File: src/rtl/ir_codec_pkg.sv
package ir_codec_pkg;

    localparam int DEF_PW_BITS     = 6;
    localparam int DEF_FL_BITS     = 6;
    localparam int DEF_BIT_BITS    = 16;
    localparam int DEF_SYNC_STAGES = 2;

    typedef enum logic {
        SRC_RAW = 1'b0,
        SRC_OS  = 1'b1
    } tick_src_e;

endpackage

File: src/rtl/ir_tick_mux.sv
module ir_tick_mux
    import ir_codec_pkg::*;
(
    input  logic sel_os,
    input  logic tick_os,
    input  logic tick_raw,
    output logic tick
);

    tick_src_e src;

    assign src  = tick_src_e'(sel_os);
    assign tick = (src == SRC_OS) ? tick_os : tick_raw;

endmodule

File: src/rtl/ir_pulse_enc.sv
module ir_pulse_enc #(
    parameter int PW_BITS = 6
) (
    input  logic               clk,
    input  logic               rst_n,
    input  logic               en,
    input  logic               tick,
    input  logic               start,
    input  logic               bit_in,
    input  logic [PW_BITS-1:0] width,
    output logic               pulse
);

    localparam int CW = PW_BITS + 1;

    typedef struct packed {
        logic          active;
        logic [CW-1:0] cnt;
    } enc_s;

    enc_s st_q, st_d;
    logic fire;

    assign fire = start && !bit_in;

    always_comb begin
        st_d = st_q;
        if (!en) begin
            st_d = '0;
        end else if (fire) begin
            st_d.active = 1'b1;
            st_d.cnt    = {1'b0, width} + CW'(1);
        end else if (st_q.active && tick) begin
            if (st_q.cnt <= CW'(1)) begin
                st_d = '0;
            end else begin
                st_d.cnt = st_q.cnt - CW'(1);
            end
        end
    end

    always_ff @(posedge clk or negedge rst_n) begin
        if (!rst_n) begin
            st_q <= '0;
        end else begin
            st_q <= st_d;
        end
    end

    assign pulse = st_q.active;

    // A zero bit always lights the output at the next edge
    assert_zero_fires_R2: assert property (@(posedge clk) disable iff (!rst_n)
        (en && start && !bit_in) |=> pulse);

    // The output only goes dark on a selected half tick (or when disabled)
    assert_end_on_tick_R2: assert property (@(posedge clk) disable iff (!rst_n)
        $fell(pulse) |-> ($past(tick) || !$past(en)));

    // A dark output stays dark unless a zero bit is strobed
    assert_one_silent_R3: assert property (@(posedge clk) disable iff (!rst_n)
        (!pulse && !(en && start && !bit_in)) |=> !pulse);

endmodule

File: src/rtl/ir_pulse_dec.sv
module ir_pulse_dec #(
    parameter int FL_BITS     = 6,
    parameter int BIT_BITS    = 16,
    parameter int SYNC_STAGES = 2
) (
    input  logic                clk,
    input  logic                rst_n,
    input  logic                en,
    input  logic                tick,
    input  logic                pin,
    input  logic                low_active,
    input  logic                flt_en,
    input  logic [FL_BITS-1:0]  flt_len,
    input  logic [BIT_BITS-1:0] bit_len,
    output logic                held
);

    localparam int RW = FL_BITS + 1;
    localparam logic [RW-1:0] RUN_MAX = '1;

    typedef struct packed {
        logic [SYNC_STAGES-1:0] sync;
        logic                   prev;
        logic [RW-1:0]          run;
        logic [BIT_BITS-1:0]    age;
        logic                   held;
    } dec_s;

    dec_s st_q, st_d;
    logic          lit;
    logic          rise;
    logic          accept;
    logic [RW-1:0] need;

    assign lit  = st_q.sync[SYNC_STAGES-1];
    assign rise = lit && !st_q.prev;
    assign need = {1'b0, flt_len} + RW'(4);

    always_comb begin
        st_d      = st_q;
        st_d.sync = (st_q.sync << 1) | SYNC_STAGES'(pin ^ low_active);
        st_d.prev = lit;

        if (!lit) begin
            st_d.run = '0;
        end else if (rise) begin
            st_d.run = RW'(tick);
        end else if (tick && (st_q.run != RUN_MAX)) begin
            st_d.run = st_q.run + RW'(1);
        end

        if (rise) begin
            st_d.age = BIT_BITS'(1);
        end else if ((st_q.age != '0) && (st_q.age < bit_len)) begin
            st_d.age = st_q.age + BIT_BITS'(1);
        end else begin
            st_d.age = '0;
        end

        accept    = lit && (!flt_en || (st_d.run >= need));
        st_d.held = (st_d.age != '0) && ((st_q.held && !rise) || accept);

        if (!en) begin
            st_d = '0;
        end
    end

    always_ff @(posedge clk or negedge rst_n) begin
        if (!rst_n) begin
            st_q <= '0;
        end else begin
            st_q <= st_d;
        end
    end

    assign held = st_q.held;

    // A stretch can only begin while the synchronised input is lit
    assert_accept_needs_light_R9: assert property (@(posedge clk) disable iff (!rst_n)
        $rose(held) |-> $past(lit));

    // The low stretch never outlives one bit period from the leading edge
    assert_window_bounded_R8: assert property (@(posedge clk) disable iff (!rst_n)
        (held && (bit_len != '0)) |-> ((st_q.age != '0) && (st_q.age <= bit_len)));

endmodule

File: src/rtl/ir_pulse_codec.sv
module ir_pulse_codec
    import ir_codec_pkg::*;
#(
    parameter int PW_BITS     = DEF_PW_BITS,
    parameter int FL_BITS     = DEF_FL_BITS,
    parameter int BIT_BITS    = DEF_BIT_BITS,
    parameter int SYNC_STAGES = DEF_SYNC_STAGES
) (
    input  logic                clk,
    input  logic                rst_n,
    input  logic                ir_en,
    input  logic                tick_os,
    input  logic                tick_raw,
    input  logic                tick_sel_os,
    input  logic                tx_bit,
    input  logic                tx_start,
    input  logic [PW_BITS-1:0]  tx_width,
    output logic                ir_tx,
    input  logic                rx_pin,
    input  logic                rx_low_active,
    input  logic                flt_en,
    input  logic [FL_BITS-1:0]  flt_len,
    input  logic [BIT_BITS-1:0] bit_len,
    output logic                rx_bit
);

    logic half_tick;
    logic enc_pulse;
    logic dec_held;

    ir_tick_mux u_mux (
        .sel_os   (tick_sel_os),
        .tick_os  (tick_os),
        .tick_raw (tick_raw),
        .tick     (half_tick)
    );

    ir_pulse_enc #(.PW_BITS(PW_BITS)) u_enc (
        .clk    (clk),
        .rst_n  (rst_n),
        .en     (ir_en),
        .tick   (half_tick),
        .start  (tx_start),
        .bit_in (tx_bit),
        .width  (tx_width),
        .pulse  (enc_pulse)
    );

    ir_pulse_dec #(
        .FL_BITS     (FL_BITS),
        .BIT_BITS    (BIT_BITS),
        .SYNC_STAGES (SYNC_STAGES)
    ) u_dec (
        .clk        (clk),
        .rst_n      (rst_n),
        .en         (ir_en),
        .tick       (half_tick),
        .pin        (rx_pin),
        .low_active (rx_low_active),
        .flt_en     (flt_en),
        .flt_len    (flt_len),
        .bit_len    (bit_len),
        .held       (dec_held)
    );

    assign ir_tx  = ir_en ? enc_pulse : tx_bit;
    assign rx_bit = ir_en ? !dec_held : rx_pin;

endmodule

File: config.mk
export PLATFORM = sky130hd
export DESIGN_NAME = ir_pulse_codec
export DESIGN_NICKNAME = d
export VERILOG_FILES = /design/src/rtl/ir_codec_pkg.sv /design/src/rtl/ir_tick_mux.sv /design/src/rtl/ir_pulse_enc.sv /design/src/rtl/ir_pulse_dec.sv /design/src/rtl/ir_pulse_codec.sv
export SDC_FILE = /design/constraint.sdc
export NUM_CORES = 1
export LEC_CHECK = 0
export ABC_AREA = 1
export CORE_ASPECT_RATIO = 1.25
export CORE_MARGIN = 8
export CORE_UTILIZATION = 50
export CTS_CLUSTER_DIAMETER = 50
export DETAILED_ROUTE_END_ITERATION = 6
export PLACE_DENSITY = 0.83
export SETUP_SLACK_MARGIN = 0.3
export SLEW_MARGIN = 20
export SYNTH_ARGS = -nofsm -noshare
export SYNTH_HDL_FRONTEND = slang
export SYNTH_SLANG_ARGS = --single-unit
File: constraint.sdc
create_clock -name clk -period 3.25 [get_ports clk]
set_input_delay 0.65 -clock clk [delete_from_list [all_inputs] [get_ports clk]]
set_output_delay 0.65 -clock clk [all_outputs]
set_load 0.05 [all_outputs]
==> flow_metrics.tcl, run 1 <==
set metrics [dict create \
    slew_viol_final 0 \
    final_nets 536 \
    grt_pass1_vias 2913 \
    synth_ff_type "dfrtp_1" \
    cts_tree "done" \
    clockBufferDepth 2 \
    cts.sinks 35 \
    crit_end "u_dec.held" \
    cts_max_level 2 \
    holdBufCountCts 0 \
    crit_path_max_fanout 3 \
    critPathLaunchType "flip-flop" \
    worst_pin_slew_ns 0.7724 \
    dr.first_iter.drc_count 164 \
    fin_crit_ns 2.592 \
    final_util_pct 61.80 \
    die_h_microns 101.1 \
    slew_headroom_pct 48.45 \
    syn_avg_cell_area_sq_um 6.851 \
    synth-seq-cells 35 \
    synthArstFlopShare_pct 100.0 \
    n_antenna_cell 0 \
    core_area_sq_um 5702 \
    crit_path_start "u_dec.st_q[17]" \
    outcome "completed" \
    wirelength_microns 6978 \
    first_pass_iters 4 \
    rsz0062_at_grt "false" \
    dpl.cell_count 526 \
    syn_inst 423 \
    final_cells 535 \
    crit_type "reg -> reg" \
    clock_skew_ns 0.003556 \
    synth_nets 491 \
    slowest_delay_ns 0.41 \
    yosys_warnings 0 \
    crit_top_cell "nor2_1" \
    antenna_found_initial 0 \
    seq_area_frac_synth_pct 30.22 \
    crit_slowest_cell "dfrtp_1" \
    viasPerCell 5.355 \
    ff2ff_setup_slack_ns 0.66 \
    crit_chain "ha_1 > nand4_1 > o21a_1 > inv_2 > nor3_4 > nor2_1 > inv_1 > nor2_1 > ha_1 > a21oi_1 > o21ai_0 > nand4_1 > o2111ai_2 > a22oi_1 > nor2_1" \
    rr_startpoint "u_dec.st_q[17]" \
    grt_max_degree 36 \
    cts_buffers 5 \
    area_growth_pct 21.59 \
    worstPathArrival_ns 2.77 \
    cap_violations 0 \
    grt_first_pass_wirelength_microns 11740 \
    whs_ns 0.4472 \
    fillCellCount 503 \
    fmax_ghz 0.3858 \
    rows 31 \
    grtUsageTotal_pct 16.23 \
    period_share_pct 79.76 \
    crit_required_ns 3.43 \
    grt_remaining_overflow 0 \
    finalSetupViolCount 0 \
    hold_class "reg -> reg" \
    timing.setup.tns_ns 0 \
    worstSetupEndpointType "flip-flop" \
    root_buffer "clkbuf_8" \
    clk_pin_slew_ns 0.07 \
    route.vias.total 2865 \
    ir_drop_mv 0.4016 \
    rr_worst_depth 15 \
    synth-edff-count 0 \
    post_drt_wl_per_cell_microns 13.04 \
    final-hold-violation-count 0 \
    io_pins 41 \
    setup_slack_ns 0.6579 \
    post-place-ws_ns 0.08355 \
    r2r-end "u_dec.held" \
    gp_congestion 0.8991 \
    leakage_nw 1.798 \
    io_buffer_count 40 \
    p_per_area_nw_per_um2 348.9 \
    synth_cell_types 33 \
    ant_nets 0 \
    clock_latency_ns 0.29 \
    syn_area_sq_um 2898 \
    start_util_pct 50.82 \
    die_w_microns 84.09 \
    die-area_sq_um 8503 \
    drive_above_1_share_pct 7.036 \
    drc 0 \
    place_hpwl_microns 5246 \
]
## per-layer routing
layer	vias to the layer above	share of wire, %	GRT usage (%)
met3	17	4.4	2.994
li1	1461	-	-
met5	-	0	0
met4	0	2.2	7.190
met2	74	52	30.17
met1	1313	42	17.33
## cell usage in the layout, fill, tap and decap left out, drive strengths merged, types with 3 or more instances in the layout
cell type,synthesis,layout
nor2,77,77
nand2,77,77
inv,69,69
clkdlybuf4s50,0,35
dfrtp,35,35
nand3,30,30
ha,29,29
a21oi,23,23
nor3,15,15
o21ai,10,10
nand4,9,9
xor2,9,9
buf,3,8
clkbuf,5,7
xnor2,5,5
nor4,4,4
o32ai,4,4
o211ai,3,3
o22ai,3,3
dlymetal6s2s,0,3
## worst max-delay path, delay by kind of cell (launching register included)
family          cells  cell delay (ns)
compound gates      5             0.79
simple gates        6             0.59
flops               1             0.41
fa+ha+maj           2             0.54
buf+inv             2             0.14
## synth_stat cells (all sizes together) (5+ instances only)
cell type,number,share of area [%]
ha,29,13
a21oi,23,4.0
inv,69,8.9
o21ai,10,1.9
nand4,9,1.9
xnor2,5,1.5
dfrtp,35,30
xor2,9,2.7
nor2,77,10
nor3,15,2.6
nand2,77,10
clkbuf,5,0.99
nand3,30,5.2
## how the worst min path moves through the flow
stage	start	endpoint	slack (ns)	cells after the start
6_report	u_dec.st_q[25]	u_dec.lit	0.45	2
2_1_floorplan	rst_n	u_dec.held	0.35	0
5_1_grt	u_dec.st_q[25]	u_dec.lit	0.47	2
4_1_cts	u_dec.st_q[25]	u_dec.lit	0.45	2
3_5_place_dp	u_dec.st_q[25]	u_dec.lit	0.43	2
3_3_place_gp	u_dec.st_q[25]	u_dec.lit	0.42	2
## repair_timing
action	CTS	global route
setup endpoints to repair	0	1
gates resized for setup	0	18
setup buffers	0	1
## flip-flops by register name (all words and copies together) (netlist names)
register	cells
u_enc.st_q	7
u_dec.lit	1
u_enc.pulse	1
u_dec.held	1
u_dec.st_q	25
## where the power goes
part / switching (W) / internal, W / leakage, nW / total (W)
Combinational: 0.000245 / 0.000180 / 1.28 / 0.000425
Clock: 0.000151 / 0.000150 / 0.0422 / 0.000301
Sequential: 0.0000286 / 0.000474 / 0.479 / 0.000503
Total: 0.000425 / 0.000805 / 1.80 / 0.00123
## through the flow
step | power, W | area (sq um)
floorplan | 0.0007921 | 2898
global placement | 0.0009067 | 3367
detailed placement | 0.0009250 | 3367
CTS | 0.001229 | 3448
global route | 0.001307 | 3523
finish | 0.001229 | 3523
## layout make-up
type	instances	area [sq um]	share of cell area (%)
clock buffers	7	76.32	2.166
clock inverters	1	5.005	0.1420
inverters	69	259.0	7.351
multi-input cells	311	1773	50.32
flip-flops and latches	35	875.8	24.86
well taps	66	82.58	2.344
repair buffers	46	451.7	12.82
## cell families after synthesis
kind of cell | synth area share [%]
buffers and inverters | 10.54
DFF | 30.22
adders and majority gates | 12.52
xor gates and xnor gates | 4.232
AOI/OAI and AO/OA | 10.75
and+or+nand+nor | 31.73
Note: power is estimated with default switching activity, not from simulation.
==> inputs of run 2 (changes only) <==
Clock period 3.25 ns to 2.44 ns, I/O delays scaled along.
==> run 2 against run 1 <==
The flow now finishes with violations (setup timing). Clock power rose by 81%. Non-clock buffer count rose by 44. Critical path type unchanged. Largest power group unchanged. Count of clock-buffer cells in the layout down 1. Maximum frequency fell by 3.6%. Routed wire length grew 23%. Clock skew grew 0.00070 ns. Via count grew 9.7%. Sequential power increased by 33%.
==> flow_metrics.tcl, run 2 (same netlist as run 1, synthesis figures left out) <==
set metrics [dict create \
    outcome "finished with violations" \
    failed_checks "setup timing" \
    clock_skew_ns 0.004257 \
    route.vias.total 3143 \
    grt_pass1_vias 3242 \
    crit_type "reg -> reg" \
    largest_register_ffs 25 \
    io_pins 41 \
    regMostFlops "u_dec.st_q" \
    dr.first_iter.drc_count 175 \
    final-hold-violation-count 0 \
    cts.sinks 35 \
    post-place-ws_ns -0.6051 \
    reg.largest.list "u_dec.st_q: 25 flops, u_enc.st_q: 7 flops" \
    p_per_area_nw_per_um2 442.0 \
    mostFrequentLayoutCells "nand2_1, nor2_1, inv_1" \
    start_util_pct 50.82 \
    r2r-end "u_dec.held" \
    holdBufCountCts 0 \
    die_h_microns 101.1 \
    cts_max_level 2 \
    rsz0062_at_grt "true" \
    rr_startpoint "u_dec.st_q[17]" \
    setup_slack_ns -0.2487 \
    drc 0 \
    min-delay-start "u_dec.st_q[25]" \
    crit_path_max_fanout 4 \
    die-area_sq_um 8503 \
    post_drt_wl_per_cell_microns 14.85 \
    clk_pin_slew_ns 0.07 \
    layout.area.seq_sq_um 875.8 \
    ff2ff_setup_slack_ns -0.25 \
    rr_worst_depth 17 \
    fmax_ghz 0.3719 \
    cts_buffers 5 \
    dpl_cell_area_sq_um 3540 \
    worstPathArrival_ns 2.87 \
    ant_nets 0 \
    multiInputGateArea_sq_um 2022 \
    slew_headroom_pct 58.28 \
    gp_congestion 0.9155 \
    min_path_cells 2 \
    wirelength_microns 8613 \
    ir_drop_mv 0.6101 \
    worst_pin_slew_ns 0.6193 \
    grt_max_degree 36 \
    finalSetupViolCount 2 \
    clock_latency_ns 0.29 \
    fillCellCount 408 \
    fin_crit_ns 2.689 \
    first_pass_iters 4 \
    viasPerCell 5.419 \
    final_nets 581 \
    place_hpwl_microns 5498 \
    grtUsageTotal_pct 18.81 \
    drive_above_1_share_pct 22.76 \
    antenna_found_initial 0 \
    final_common_cell "nand2_1" \
    hold_class "reg -> reg" \
    leakage_nw 2.073 \
    n_antenna_cell 0 \
    clockBufferDepth 2 \
    grt_first_pass_wirelength_microns 13520 \
    rows 31 \
    core_area_sq_um 5702 \
    grt_remaining_overflow 0 \
    root_buffer "clkbuf_8" \
    holdPathEnd "u_dec.lit" \
    final_util_pct 73.91 \
    io_buffer_count 40 \
    slew_viol_final 0 \
    worstSetupEndpointType "flip-flop" \
    cts_tree "done" \
    crit_required_ns 2.62 \
    period_share_pct 110.2 \
    cap_violations 0 \
    die_w_microns 84.09 \
    critPathLaunchType "flip-flop" \
    area_growth_pct 45.42 \
    final_area_sq_um 4214 \
]
run 2: power by group:
| group | switching, W | internal, W |
|---|---|---|
| combinational | 0.000363 | 0.000285 |
| clock | 0.000215 | 0.000331 |
| sequential | 0.0000381 | 0.000631 |
run 2: how the worst max path moves through the flow:
stage | startpoint | depth (start not counted) | to
after floorplan | u_dec.st_q[17] | 14 | u_dec.held
final | u_dec.st_q[17] | 17 | u_dec.held
after global routing | u_dec.st_q[17] | 17 | u_dec.held
after global placement | tick_sel_os | 15 | u_dec.held
after detailed placement | tick_raw | 15 | u_dec.held
after CTS | u_dec.st_q[18] | 14 | u_dec.held
run 2: worst max-delay path: stages (launching register included):
cell	delay, ns
dfrtp_1	0.40
ha_2	0.21
nand4_1	0.10
o21a_2	0.21
inv_2	0.07
buf_4	0.14
o21ai_2	0.13
inv_1	0.06
nor2_1	0.10
inv_1	0.07
nor2_2	0.15
ha_4	0.23
a21oi_1	0.14
o21ai_1	0.08
nand4_1	0.11
o2111ai_2	0.13
a22oi_1	0.19
nor2_1	0.06
run 2: layout make-up:
cell class,count,share of cell area (%)
clock inverter,2,0.8314
clock buffer,6,1.960
sequential,35,20.78
multi-input combinational,312,47.98
timing repair buffer,90,20.34
inverter,69,6.146
tap,66,1.960
run 2: routing by layer:
metal / wire length (microns) / track usage [%] / vias to the layer above
met5: 0 / 0 / -
met4: 334 / 9.188 / 0
met3: 461 / 4.045 / 34
met2: 4444 / 34.71 / 110
met1: 3373 / 19.63 / 1445
li1: - / - / 1554
run 2: per-stage QoR:
| step | power [W] | TNS [ns] | hold slack, ns | cells |
|---|---|---|---|---|
| floorplan | 0.001056 | 0 | 0.1924 | 423 |
| global placement | 0.001230 | -2.061 | 0.4154 | 545 |
| detailed placement | 0.001249 | -2.576 | 0.4227 | 545 |
| CTS | 0.001807 | -0.1944 | 0.4381 | 573 |
| global route | 0.001970 | -0.3888 | 0.5234 | 580 |
| finish | 0.001863 | -0.2669 | 0.5086 | 580 |
run 2: repair_timing:
action / 4_1_cts / 5_1_grt
pin swaps: 20 / 29
resized for setup: 23 / 47
buffers inserted: 20 / 5
endpoints found under the setup margin: 15 / 17
cloned: 0 / 2
==> inputs of run 3 (changes only) <==
Settings changed: CTS_CLUSTER_DIAMETER 50 to default, CTS_CLUSTER_SIZE from default to 16.
==> results of run 3 <==
Same layout as run 2: the final DEF is identical, and so are final timing and power.
